<file path="src/rtl/pcrel_store_pkg.sv">
package pcrel_store_pkg;

    typedef enum logic [1:0] {
        SEQ_IDLE  = 2'd0,
        SEQ_ADDR  = 2'd1,
        SEQ_DATA  = 2'd2,
        SEQ_WRITE = 2'd3
    } seq_state_t;

    // first adder operand
    typedef enum logic { A1_PC = 1'b0, A1_BASE = 1'b1 } addr1_sel_t;
    // second adder operand
    typedef enum logic { A2_ZERO = 1'b0, A2_OFS = 1'b1 } addr2_sel_t;
    // address-source mux ahead of the bus gate
    typedef enum logic { MS_ADDER = 1'b0, MS_IRLOW = 1'b1 } marsrc_sel_t;
    // which instruction field names the register to read
    typedef enum logic { SRF_HI = 1'b0, SRF_MID = 1'b1 } srcfld_sel_t;
    typedef enum logic { ALU_PASS_A = 1'b0, ALU_NOT_A = 1'b1 } alu_op_t;

    typedef struct packed {
        addr1_sel_t  a1;
        addr2_sel_t  a2;
        marsrc_sel_t msrc;
        logic        gate_mar;
        srcfld_sel_t srf;
        alu_op_t     aluop;
        logic        gate_alu;
        logic        mio_en;
        logic        wr;
        logic        ld_mar;
        logic        ld_mdr;
    } ctl_t;

endpackage

</file>
<file path="src/rtl/pcrel_store_ctrl.sv">
module pcrel_store_ctrl
    import pcrel_store_pkg::*;
(
    input  logic clk,
    input  logic rst_n,
    input  logic start,
    output ctl_t ctl,
    output logic busy,
    output logic done
);

    seq_state_t state_q, state_d;
    logic       done_q;

    always_comb begin
        state_d = state_q;
        unique case (state_q)
            SEQ_IDLE:  if (start) state_d = SEQ_ADDR;
            SEQ_ADDR:  state_d = SEQ_DATA;
            SEQ_DATA:  state_d = SEQ_WRITE;
            SEQ_WRITE: state_d = SEQ_IDLE;
            default:   state_d = SEQ_IDLE;
        endcase
    end

    always_ff @(posedge clk or negedge rst_n) begin
        if (!rst_n) begin
            state_q <= SEQ_IDLE;
            done_q  <= 1'b0;
        end else begin
            state_q <= state_d;
            done_q  <= (state_q == SEQ_WRITE);
        end
    end

    always_comb begin
        ctl          = '0;
        ctl.a1       = A1_PC;
        ctl.a2       = A2_ZERO;
        ctl.msrc     = MS_ADDER;
        ctl.srf      = SRF_HI;
        ctl.aluop    = ALU_PASS_A;
        unique case (state_q)
            SEQ_IDLE: begin
            end
            SEQ_ADDR: begin
                ctl.a1       = A1_PC;
                ctl.a2       = A2_OFS;
                ctl.msrc     = MS_ADDER;
                ctl.gate_mar = 1'b1;
                ctl.ld_mar   = 1'b1;
            end
            SEQ_DATA: begin
                ctl.srf      = SRF_HI;
                ctl.aluop    = ALU_PASS_A;
                ctl.gate_alu = 1'b1;
                ctl.mio_en   = 1'b0;
                ctl.ld_mdr   = 1'b1;
            end
            SEQ_WRITE: begin
                ctl.mio_en   = 1'b1;
                ctl.wr       = 1'b1;
            end
            default: begin
            end
        endcase
    end

    assign busy = (state_q != SEQ_IDLE);
    assign done = done_q;

    p_addr_then_data_r4: assert property (@(posedge clk) disable iff (!rst_n)
        (state_q == SEQ_ADDR) |=> (state_q == SEQ_DATA));
    p_data_then_write_r4: assert property (@(posedge clk) disable iff (!rst_n)
        (state_q == SEQ_DATA) |=> (state_q == SEQ_WRITE));
    p_write_then_idle_r4: assert property (@(posedge clk) disable iff (!rst_n)
        (state_q == SEQ_WRITE) |=> (state_q == SEQ_IDLE));
    p_done_after_write_r6: assert property (@(posedge clk) disable iff (!rst_n)
        $rose(done) |-> $past(ctl.wr && ctl.mio_en));
    p_done_single_r6: assert property (@(posedge clk) disable iff (!rst_n)
        done |=> !done);
    p_start_ignored_busy_r7: assert property (@(posedge clk) disable iff (!rst_n)
        (busy && start) |=> (state_q != SEQ_ADDR));

endmodule

</file>
<file path="src/rtl/pcrel_store_path.sv">
module pcrel_store_path
    import pcrel_store_pkg::*;
#(
    parameter int unsigned WORD_W = 16,
    parameter int unsigned OFS_W  = 9,
    parameter int unsigned RIDX_W = 3
) (
    input  logic                          clk,
    input  logic                          rst_n,
    input  ctl_t                          ctl,
    input  logic [OFS_W+RIDX_W-1:0]       instr_fields,
    input  logic [WORD_W-1:0]             pc,
    input  logic [WORD_W-1:0]             rf_data,
    output logic [RIDX_W-1:0]             rf_sel,
    output logic [WORD_W-1:0]             mar_q,
    output logic [WORD_W-1:0]             mdr_q
);

    localparam int unsigned FLD_W   = OFS_W + RIDX_W;
    localparam int unsigned SRC_LO  = OFS_W;
    localparam int unsigned MID_LO  = OFS_W - RIDX_W;
    localparam int unsigned LOW_W   = OFS_W - 1;
    localparam int unsigned N_DRV   = 2;
    localparam int unsigned DRV_MAR = 0;
    localparam int unsigned DRV_ALU = 1;

    logic [WORD_W-1:0] ofs_sext, addr1_v, addr2_v, adder_v, marsrc_v;
    logic [WORD_W-1:0] alu_v, bus_v;
    logic [N_DRV-1:0]              gate_v;
    logic [N_DRV-1:0][WORD_W-1:0]  drv_v;

    assign ofs_sext = {{(WORD_W-OFS_W){instr_fields[OFS_W-1]}}, instr_fields[OFS_W-1:0]};

    always_comb begin
        unique case (ctl.a1)
            A1_PC:   addr1_v = pc;
            A1_BASE: addr1_v = rf_data;
            default: addr1_v = pc;
        endcase
        unique case (ctl.a2)
            A2_ZERO: addr2_v = '0;
            A2_OFS:  addr2_v = ofs_sext;
            default: addr2_v = '0;
        endcase
    end

    assign adder_v = addr1_v + addr2_v;

    always_comb begin
        unique case (ctl.msrc)
            MS_ADDER: marsrc_v = adder_v;
            MS_IRLOW: marsrc_v = {{(WORD_W-LOW_W){1'b0}}, instr_fields[LOW_W-1:0]};
            default:  marsrc_v = adder_v;
        endcase
    end

    always_comb begin
        unique case (ctl.srf)
            SRF_HI:  rf_sel = instr_fields[FLD_W-1:SRC_LO];
            SRF_MID: rf_sel = instr_fields[SRC_LO-1:MID_LO];
            default: rf_sel = instr_fields[FLD_W-1:SRC_LO];
        endcase
    end

    always_comb begin
        unique case (ctl.aluop)
            ALU_PASS_A: alu_v = rf_data;
            ALU_NOT_A:  alu_v = ~rf_data;
            default:    alu_v = rf_data;
        endcase
    end

    assign gate_v[DRV_MAR] = ctl.gate_mar;
    assign gate_v[DRV_ALU] = ctl.gate_alu;
    assign drv_v[DRV_MAR]  = marsrc_v;
    assign drv_v[DRV_ALU]  = alu_v;

    // shared bus: gated sources merged, at most one enabled
    always_comb begin
        bus_v = '0;
        for (int d = 0; d < N_DRV; d++) begin
            bus_v = bus_v | ({WORD_W{gate_v[d]}} & drv_v[d]);
        end
    end

    always_ff @(posedge clk or negedge rst_n) begin
        if (!rst_n) begin
            mar_q <= '0;
            mdr_q <= '0;
        end else begin
            if (ctl.ld_mar) mar_q <= bus_v;
            if (ctl.ld_mdr && !ctl.mio_en) mdr_q <= bus_v;
        end
    end

    p_single_driver_r5: assert property (@(posedge clk) disable iff (!rst_n)
        $onehot0(gate_v));
    p_mar_hold_r8: assert property (@(posedge clk) disable iff (!rst_n)
        !ctl.ld_mar |=> $stable(mar_q));
    p_mdr_hold_r8: assert property (@(posedge clk) disable iff (!rst_n)
        !ctl.ld_mdr |=> $stable(mdr_q));
    p_write_after_mdr_r4: assert property (@(posedge clk) disable iff (!rst_n)
        ctl.ld_mdr |=> (ctl.mio_en && ctl.wr));

endmodule

</file>
<file path="src/rtl/pcrel_store_unit.sv">
module pcrel_store_unit
    import pcrel_store_pkg::*;
#(
    parameter int unsigned WORD_W = 16,
    parameter int unsigned OFS_W  = 9,
    parameter int unsigned RIDX_W = 3
) (
    input  logic                    clk,
    input  logic                    rst_n,
    input  logic                    start,
    input  logic [OFS_W+RIDX_W-1:0] instr_fields,
    input  logic [WORD_W-1:0]       pc,
    input  logic [WORD_W-1:0]       rf_data,
    output logic [RIDX_W-1:0]       rf_sel,
    output logic                    mem_en,
    output logic                    mem_we,
    output logic [WORD_W-1:0]       mem_addr,
    output logic [WORD_W-1:0]       mem_wdata,
    output logic                    busy,
    output logic                    done
);

    ctl_t ctl;

    pcrel_store_ctrl u_ctrl (
        .clk   (clk),
        .rst_n (rst_n),
        .start (start),
        .ctl   (ctl),
        .busy  (busy),
        .done  (done)
    );

    pcrel_store_path #(
        .WORD_W (WORD_W),
        .OFS_W  (OFS_W),
        .RIDX_W (RIDX_W)
    ) u_path (
        .clk          (clk),
        .rst_n        (rst_n),
        .ctl          (ctl),
        .instr_fields (instr_fields),
        .pc           (pc),
        .rf_data      (rf_data),
        .rf_sel       (rf_sel),
        .mar_q        (mem_addr),
        .mdr_q        (mem_wdata)
    );

    assign mem_en = ctl.mio_en;
    assign mem_we = ctl.wr;

    p_we_needs_en_r4: assert property (@(posedge clk) disable iff (!rst_n)
        mem_we |-> mem_en);
    p_done_not_busy_r6: assert property (@(posedge clk) disable iff (!rst_n)
        done |-> !busy);

endmodule

</file>
<file path="config.mk">
export PLATFORM = sky130hd
export DESIGN_NAME = pcrel_store_unit
export DESIGN_NICKNAME = d
export VERILOG_FILES = /design/src/rtl/pcrel_store_pkg.sv /design/src/rtl/pcrel_store_ctrl.sv /design/src/rtl/pcrel_store_path.sv /design/src/rtl/pcrel_store_unit.sv
export SDC_FILE = /design/constraint.sdc
export NUM_CORES = 1
export LEC_CHECK = 0
export BUFFER_PORTS_ARGS = -buffer_cell sky130_fd_sc_hd__buf_2
export CAP_MARGIN = 0
export CORE_ASPECT_RATIO = 0.8
export CORE_MARGIN = 10
export CORE_UTILIZATION = 25
export DETAILED_ROUTE_END_ITERATION = 10
export PLACE_DENSITY = 0.53
export SETUP_SLACK_MARGIN = 0.05
export SYNTH_ARGS = -nofsm -noshare
export SYNTH_HDL_FRONTEND = slang
export SYNTH_SLANG_ARGS = --single-unit
</file>
<file path="constraint.sdc">
create_clock -name clk -period 8.2 [get_ports clk]
set_input_delay 0.82 -clock clk [delete_from_list [all_inputs] [get_ports clk]]
set_output_delay 0.82 -clock clk [all_outputs]
set_load 0.01 [all_outputs]
</file>
==> results of run 1 <==
-- kinds of logic after synthesis --
family                     share of synthesized area (%)
and+or+nand+nor                                     16.5
DFF                                                 37.3
AOI/OAI and AO/OA                                   23.8
adders and majority gates                           8.83
muxes                                               1.33
xor gates and xnor gates                            5.96
buffers and inverters                               6.28
-- worst min-delay path by stage --
stage,start,endpoint,slack [ps],cells after the start
global placement,u_path.mar_q[3],u_path.mar_q[3],500,2
finish,u_path.mdr_q[8],u_path.mdr_q[8],520,2
global route,u_path.mdr_q[3],u_path.mdr_q[3],540,2
CTS,u_path.mdr_q[8],u_path.mdr_q[8],520,2
detailed placement,u_path.mar_q[14],u_path.mar_q[14],510,1
floorplan,rst_n,u_ctrl.done,520,0
-- registers in the layout, indices dropped and copies added, names as in the netlist --
| register | cells |
|---|---|
| u_ctrl.done | 1 |
| u_path.mdr_q | 16 |
| u_ctrl.state_q | 2 |
| u_path.mar_q | 16 |
-- worst register-to-register path, delay by kind of cell, from the launching register on --
family / cells / cell delay, ps
compound gates: 7 / 1570
buf+inv: 3 / 640
fa+ha+maj: 2 / 410
flops: 1 / 410
simple gates: 1 / 210
-- metal layers --
layer | up-vias | share of wire, %
met1 | 989 | 50
li1 | 1106 | -
met2 | 78 | 41
met5 | - | 0
met4 | 0 | 0.70
met3 | 7 | 8.4
-- power groups by stage --
stage | clock network [mW] | logic [mW] | registers [mW]
6_report | 0.225 | 0.559 | 0.306
5_1_grt | 0.238 | 0.632 | 0.318
4_1_cts | 0.229 | 0.570 | 0.307
3_5_place_dp | 0 | 0.568 | 0.308
3_3_place_gp | 0 | 0.557 | 0.308
2_1_floorplan | 0 | 0.351 | 0.337
-- stage by stage --
| step | setup slack (ps) | std cells | utilization, % |
|---|---|---|---|
| after floorplan | 5040 | 276 | - |
| after global placement | 4890 | 451 | 30.8 |
| after detailed placement | 4810 | 451 | 30.8 |
| after CTS | 4790 | 459 | 32.7 |
| after global routing | 4480 | 459 | 32.7 |
| final | 4800 | 459 | 32.7 |
-- cells in the final DEF, fill, tap and decap left out, types with 2 or more instances in the layout --
cell | Yosys | routed
nand2b_1 | 3 | 3
xnor2_1 | 15 | 15
and2_1 | 9 | 9
ha_1 | 15 | 13
inv_1 | 13 | 13
a21o_1 | 3 | 3
nand2_1 | 15 | 15
buf_2 | 4 | 79
clkbuf_16 | 0 | 5
o211ai_1 | 3 | 3
dfrtp_1 | 35 | 35
a21oi_1 | 55 | 55
a31oi_1 | 6 | 6
ha_2 | 0 | 2
or3_1 | 3 | 3
nor3_1 | 3 | 3
o221ai_1 | 3 | 3
mux2i_1 | 2 | 2
o211a_1 | 2 | 2
nand3_1 | 2 | 2
nor2_1 | 33 | 33
o21ai_0 | 10 | 10
and3_1 | 3 | 3
-- layout make-up --
cell class / count / area share (%)
Sequential cell: 35 / 29.4
Clock inverter: 2 / 1.18
Timing Repair Buffer: 80 / 13.5
Tap cell: 115 / 4.83
Clock buffer: 6 / 4.66
Inverter: 13 / 1.64
Multi-Input combinational cell: 208 / 44.7
==> key figures, run 1 <==
Status
  – Status: complete, no violations

Timing
  – Fin crit share: 41.5%
  – Setup Viol. Count Final: 0
  – Skew final: 2.21 ps
  – Hold_ws: 519 ps
  – Slew margin rel.: 41.7%
  – Hold Fails Final Rpt: 0
  – Peak Freq: 0.294 GHz
  – Unrepaired setup endpoints after global routing: no
  – Fin crit period: 3400 ps
  – Slew @ Worst Pin: 874 ps
  – Setup TNS: 0 ps
  – Final Max Tran Viols: 0

Layout
  – Nets: 406
  – Layout cells sized above 1: 27.9%
  – Storage cell area: 876 sq um
  – Final instance area: 0.00298 sq mm
  – Antenna cell count: 0
  – Fillers: 972
  – Footprint of the multi-input gates: 0.00133 sq mm
  – Synth-to-Final Area Change: 26.7%

Critical path
  – CP cell instances: inv_1, ha_2, buf_4, nand2_1, inv_1, ha_1, a211oi_2, o21bai_1, a21oi_1, o311ai_1, a221o_1, a31oi_1, a21oi_1
  – Critical path peak fanout: 57
  – Crit path capture type: flip-flop
  – RR Endpoint: u_path.mdr_q[13]
  – Critical-path top delay cell: buf_4
  – CP Launch Point: u_ctrl.state_q[1]
  – CP top delay family: compound AO/OA/AOI/OAI gates
  – R2r setup slk: 4800 ps
  – Kind of critical path: reg2reg
  – Critical Path Max Stage Delay: 440 ps
  – CP arrival: 3520 ps
  – R2R Path Start: u_ctrl.state_q[1]
  – CP required: 8320 ps
  – Reg2Reg Depth: 13
  – Worst Setup EP: u_path.mdr_q[13]
  – Critical path depth: 13
  – Crit start category: flip-flop
  – Buffer and inverter count on the worst path: 3

Flow run
  – MaxCap Viol Count: 0

Global routing
  – GR Layer Usage met3: 4.09%
  – Global routing usage on met1: 14.3%
  – Grt peak-use layer: met2
  – Vias in the first global route: 2221
  – Global-route wire length before repair: 11600 um
  – Global route overflow: 0
  – GRT Total Usage: 10.5%
  – Largest net degree at the start of global routing: 58
  – Grt met2 use: 15.1%
  – Initial antenna violation count: 0

Synthesis
  – Area leader, netlist: dfrtp_1
  – Synth cell count leaders: a21oi_1 (55), dfrtp_1 (35), nor2_1 (33)
  – Synth top area share: 37.3%
  – Cell count after synthesis: 276
  – Seq cells post-synth: 35
  – Synth area leaders: dfrtp_1 (37%), a21oi_1 (12%), ha_1 (8.0%)
  – YS warnings: 0
  – Dominant cell by count in the synthesized netlist: a21oi_1
  – Synth Cell Area: 0.00235 sq mm
  – Netlist cell types: 47
  – Syn Nets: 339
  – Synth Area per Inst: 8.52 sq um
  – Synth Flop Type: dfrtp_1
  – Number of flops mapped to enable cells by yosys: 0
  – Sequential share of the synthesized area: 37.3%
  – Asr flop ratio synth: 100%

Placed design
  – Placed instance area: 0.00280 sq mm
  – IO Port Bufs: 79
  – RePlAce Congestion: 0.809
  – Post-DP HPWL: 5650 um

Power and ir drop
  – Pleak: 1.39 nW
  – Net Sw Frac: 42.3%
  – Int Power: 0.629 mW
  – Clk pwr share: 20.6%
  – Pwr/cell area: 366 mW/mm^2
  – Switching pwr: 0.462 mW
  – Power, Total: 1.09 mW
  – Worst VDD drop: 0.344 mV
  – Logic pwr share: 51.3%
  – Seq pwr share: 28.1%

Hold path
  – Worst hold path class: reg2reg

Floorplanning
  – Die area: 0.0137 sq mm
  – I/O Pins: 86
  – Die H: 107 um
  – Rows: 31
  – Starting Density: 25.8%
  – Core Area: 0.00911 sq mm
  – DIE WIDTH: 128 um

Clock tree
  – CTS max path bufs: 2
  – H-tree levels: 2
  – Post-CTS Repair Setup Buffers: 0
  – Sink Count: 35
  – Root Driver: clkbuf_16
  – Post-CTS sizing: 0
  – CTS Hold Bufs: 0
  – CTS buffer count: 5
  – Clk_lat worst skew: 280 ps
  – CTS tree: built
  – CTS clk-pin slew, worst paths: 50 ps

Detailed routing
  – Detailed-route DRC error count: 0
  – Routed wire length: 7270 um
  – DR iter-0 viols: 203
  – TritonRoute pass-1 iters: 4
  – Via density: 4.75
  – DR WL/cell: 15.8 um
  – Antenna Violating Nets Remaining: 0
  – DR vias: 2180
Power figures use the tool's default switching activity.
==> run 2: changes to the inputs <==
--- a/config.mk
+++ b/config.mk
@@ -11,7 +11,7 @@
 export CORE_MARGIN = 10
 export CORE_UTILIZATION = 25
 export DETAILED_ROUTE_END_ITERATION = 10
-export PLACE_DENSITY = 0.53
+export PLACE_DENSITY = 0.55
 export SETUP_SLACK_MARGIN = 0.05
 export SYNTH_ARGS = -nofsm -noshare
 export SYNTH_HDL_FRONTEND = slang
==> constraint.sdc (replaced) <==
create_clock -name clk -period 3 [get_ports clk]
set_input_delay 0.3 -clock clk [delete_from_list [all_inputs] [get_ports clk]]
set_output_delay 0.3 -clock clk [all_outputs]
set_load 0.01 [all_outputs]
==> key figures, run 2 (synthesis results as in run 1) <==
Floorplanning
  – Die area: 0.0137 sq mm (unchanged)
  – Starting Density: 25.8% (unchanged)
  – DIE WIDTH: 128 um (unchanged)
  – Core Area: 0.00911 sq mm (unchanged)
  – I/O Pins: 86 (unchanged)
  – Rows: 31 (unchanged)
  – Die H: 107 um (unchanged)

Hold path
  – Worst hold path class: in2async (was reg2reg)

Clock tree
  – H-tree levels: 2 (unchanged)
  – CTS tree: built (unchanged)
  – Root Driver: clkbuf_16 (unchanged)
  – CTS max path bufs: 2 (unchanged)
  – CTS buffer count: 5 (unchanged)
  – Sink Count: 35 (unchanged)
  – Clk_lat worst skew: 280 ps (about the same)
  – CTS Hold Bufs: 0 (unchanged)
  – CTS clk-pin slew, worst paths: 60 ps (was 50 ps)

Placed design
  – Placed insts: 456 (was 451)
  – RePlAce Congestion: 0.814 (was 0.809)
  – Post-DP HPWL: 5760 um (was 5650 um)
  – IO Port Bufs: 79 (unchanged)
  – Place WS: 63.0 ps (was 4810 ps)

Layout
  – Post-Layout Cell Count: 465 (was 459)
  – Commonest non-fill, non-tap cell in the layout: buf_2 (unchanged)
  – Synth-to-Final Area Change: 30.1% (was 26.7%)
  – Nets: 412 (was 406)
  – Fillers: 949 (was 972)
  – Layout cells sized above 1: 31.1% (was 27.9%)
  – Storage cell area: 876 sq um (unchanged)
  – Biggest regs: u_path.mar_q: 16 flops, u_path.mdr_q: 16 flops, u_ctrl.state_q: 2 flops (unchanged)
  – Most frequent cells in the layout: buf_2 (79), a21oi_1 (52), dfrtp_1 (35) (was buf_2 (79), a21oi_1 (55), dfrtp_1 (35))
  – Antenna cell count: 0 (unchanged)
  – Footprint of the multi-input gates: 0.00139 sq mm (was 0.00133 sq mm)

Power and ir drop
  – Worst VDD drop: 0.371 mV (was 0.344 mV)
  – Pwr/cell area: 983 mW/mm^2 (was 366 mW/mm^2)
  – Pleak: 1.41 nW (was 1.39 nW)
  – Power, Total: 3.00 mW (was 1.09 mW)

Global routing
  – Global-route wire length before repair: 11600 um (about the same)
  – Largest net degree at the start of global routing: 49 (was 58)
  – Global route overflow: 0 (unchanged)
  – GRT Total Usage: 10.5% (unchanged)
  – Vias in the first global route: 2203 (was 2221)
  – Initial antenna violation count: 0 (unchanged)

Critical path
  – CP arrival: 2950 ps (was 3520 ps)
  – Crit start category: flip-flop (unchanged)
  – Critical path peak fanout: 12 (was 57)
  – Crit path capture type: flip-flop (unchanged)
  – Kind of critical path: reg2reg (unchanged)
  – CP required: 3200 ps (was 8320 ps)

Timing
  – Final Max Tran Viols: 0 (unchanged)
  – Unrepaired setup endpoints after global routing: yes (was no)
  – Peak Freq: 0.364 GHz (was 0.294 GHz)
  – Fin crit share: 91.7% (was 41.5%)
  – Setup Viol. Count Final: 0 (unchanged)
  – Skew final: 2.92 ps (was 2.21 ps)
  – Hold_ws: 114 ps (was 519 ps)
  – Setup TNS: 0 ps (unchanged)
  – Fin crit period: 2750 ps (was 3400 ps)
  – Slew @ Worst Pin: 834 ps (was 874 ps)
  – Final WS setup: 250 ps (was 4800 ps)
  – Slew margin rel.: 44.4% (was 41.7%)
  – Hold Fails Final Rpt: 0 (unchanged)

Detailed routing
  – DR iter-0 viols: 131 (was 203)
  – Via density: 4.70 (was 4.75)
  – DR WL/cell: 15.8 um (about the same)
  – Antenna Violating Nets Remaining: 0 (unchanged)
  – DR vias: 2185 (was 2180)
  – Detailed-route DRC error count: 0 (unchanged)
  – TritonRoute pass-1 iters: 4 (unchanged)
  – Routed wire length: 7370 um (was 7270 um)

Flow run
  – MaxCap Viol Count: 0 (unchanged)

Status
  – Status: complete, no violations (unchanged)
## run 2: final cells by class
type | count | share of cell area (%)
well taps | 115 | 4.71
inverters | 13 | 1.60
clock buffers | 8 | 5.11
multi-input cells | 208 | 45.3
flip-flops and latches | 35 | 28.6
repair buffers | 86 | 14.6
## run 2: metrics by stage
stage               util (%)  area, sq um
floorplan                  -         2370
global placement        31.2         2850
detailed placement      31.2         2850
CTS                     33.1         3020
global route            33.5         3060
finish                  33.5         3060
## run 2: critical path: stages, from the launching register on
cell	delay, ps
dfrtp_1	360
inv_1	100
ha_4	210
and2_1	140
ha_1	210
inv_1	80
fa_2	240
nor2b_4	50
o31a_1	260
o211a_4	260
or3_1	360
a21oi_2	180
a21oi_1	60
a21oi_1	170
## run 2: worst paths after layout
kind / start / end / slack (ps) / depth (start not counted)
worst max-delay path: u_ctrl.state_q[1] / u_path.mar_q[8] / 250 / 13
worst min register to register: u_path.mar_q[2] / u_path.mar_q[2] / 520 / 2
min in group clk: rf_data[15] / u_path.mdr_q[15] / 260 / 3
max in group asynchronous: rst_n / u_path.mdr_q[6] / 2360 / 1
worst min-delay path: rst_n / u_path.mar_q[2] / 110 / 1
worst max register to register: u_ctrl.state_q[1] / u_path.mar_q[8] / 250 / 13
## run 2: power by group
part           internal, mW  total [mW]  switching [mW]
Combinational         0.659        1.62           0.958
Sequential            0.704       0.836           0.132
Clock                 0.354       0.551           0.198
## run 2: repair_timing
action / in CTS / in global routing
endpoints found under the setup margin: 2 / 15
resized for setup: 2 / 6
setup buffers: 0 / 1
cloned: 0 / 0
pin swaps: 0 / 3
## run 2: routing by layer
metal	GRT usage (%)	wire length, um	part of all wire (%)
met5	0	0	0
met4	1.04	22	0.30
met3	5.66	796	11
met2	15.0	2950	40
met1	13.9	3590	49
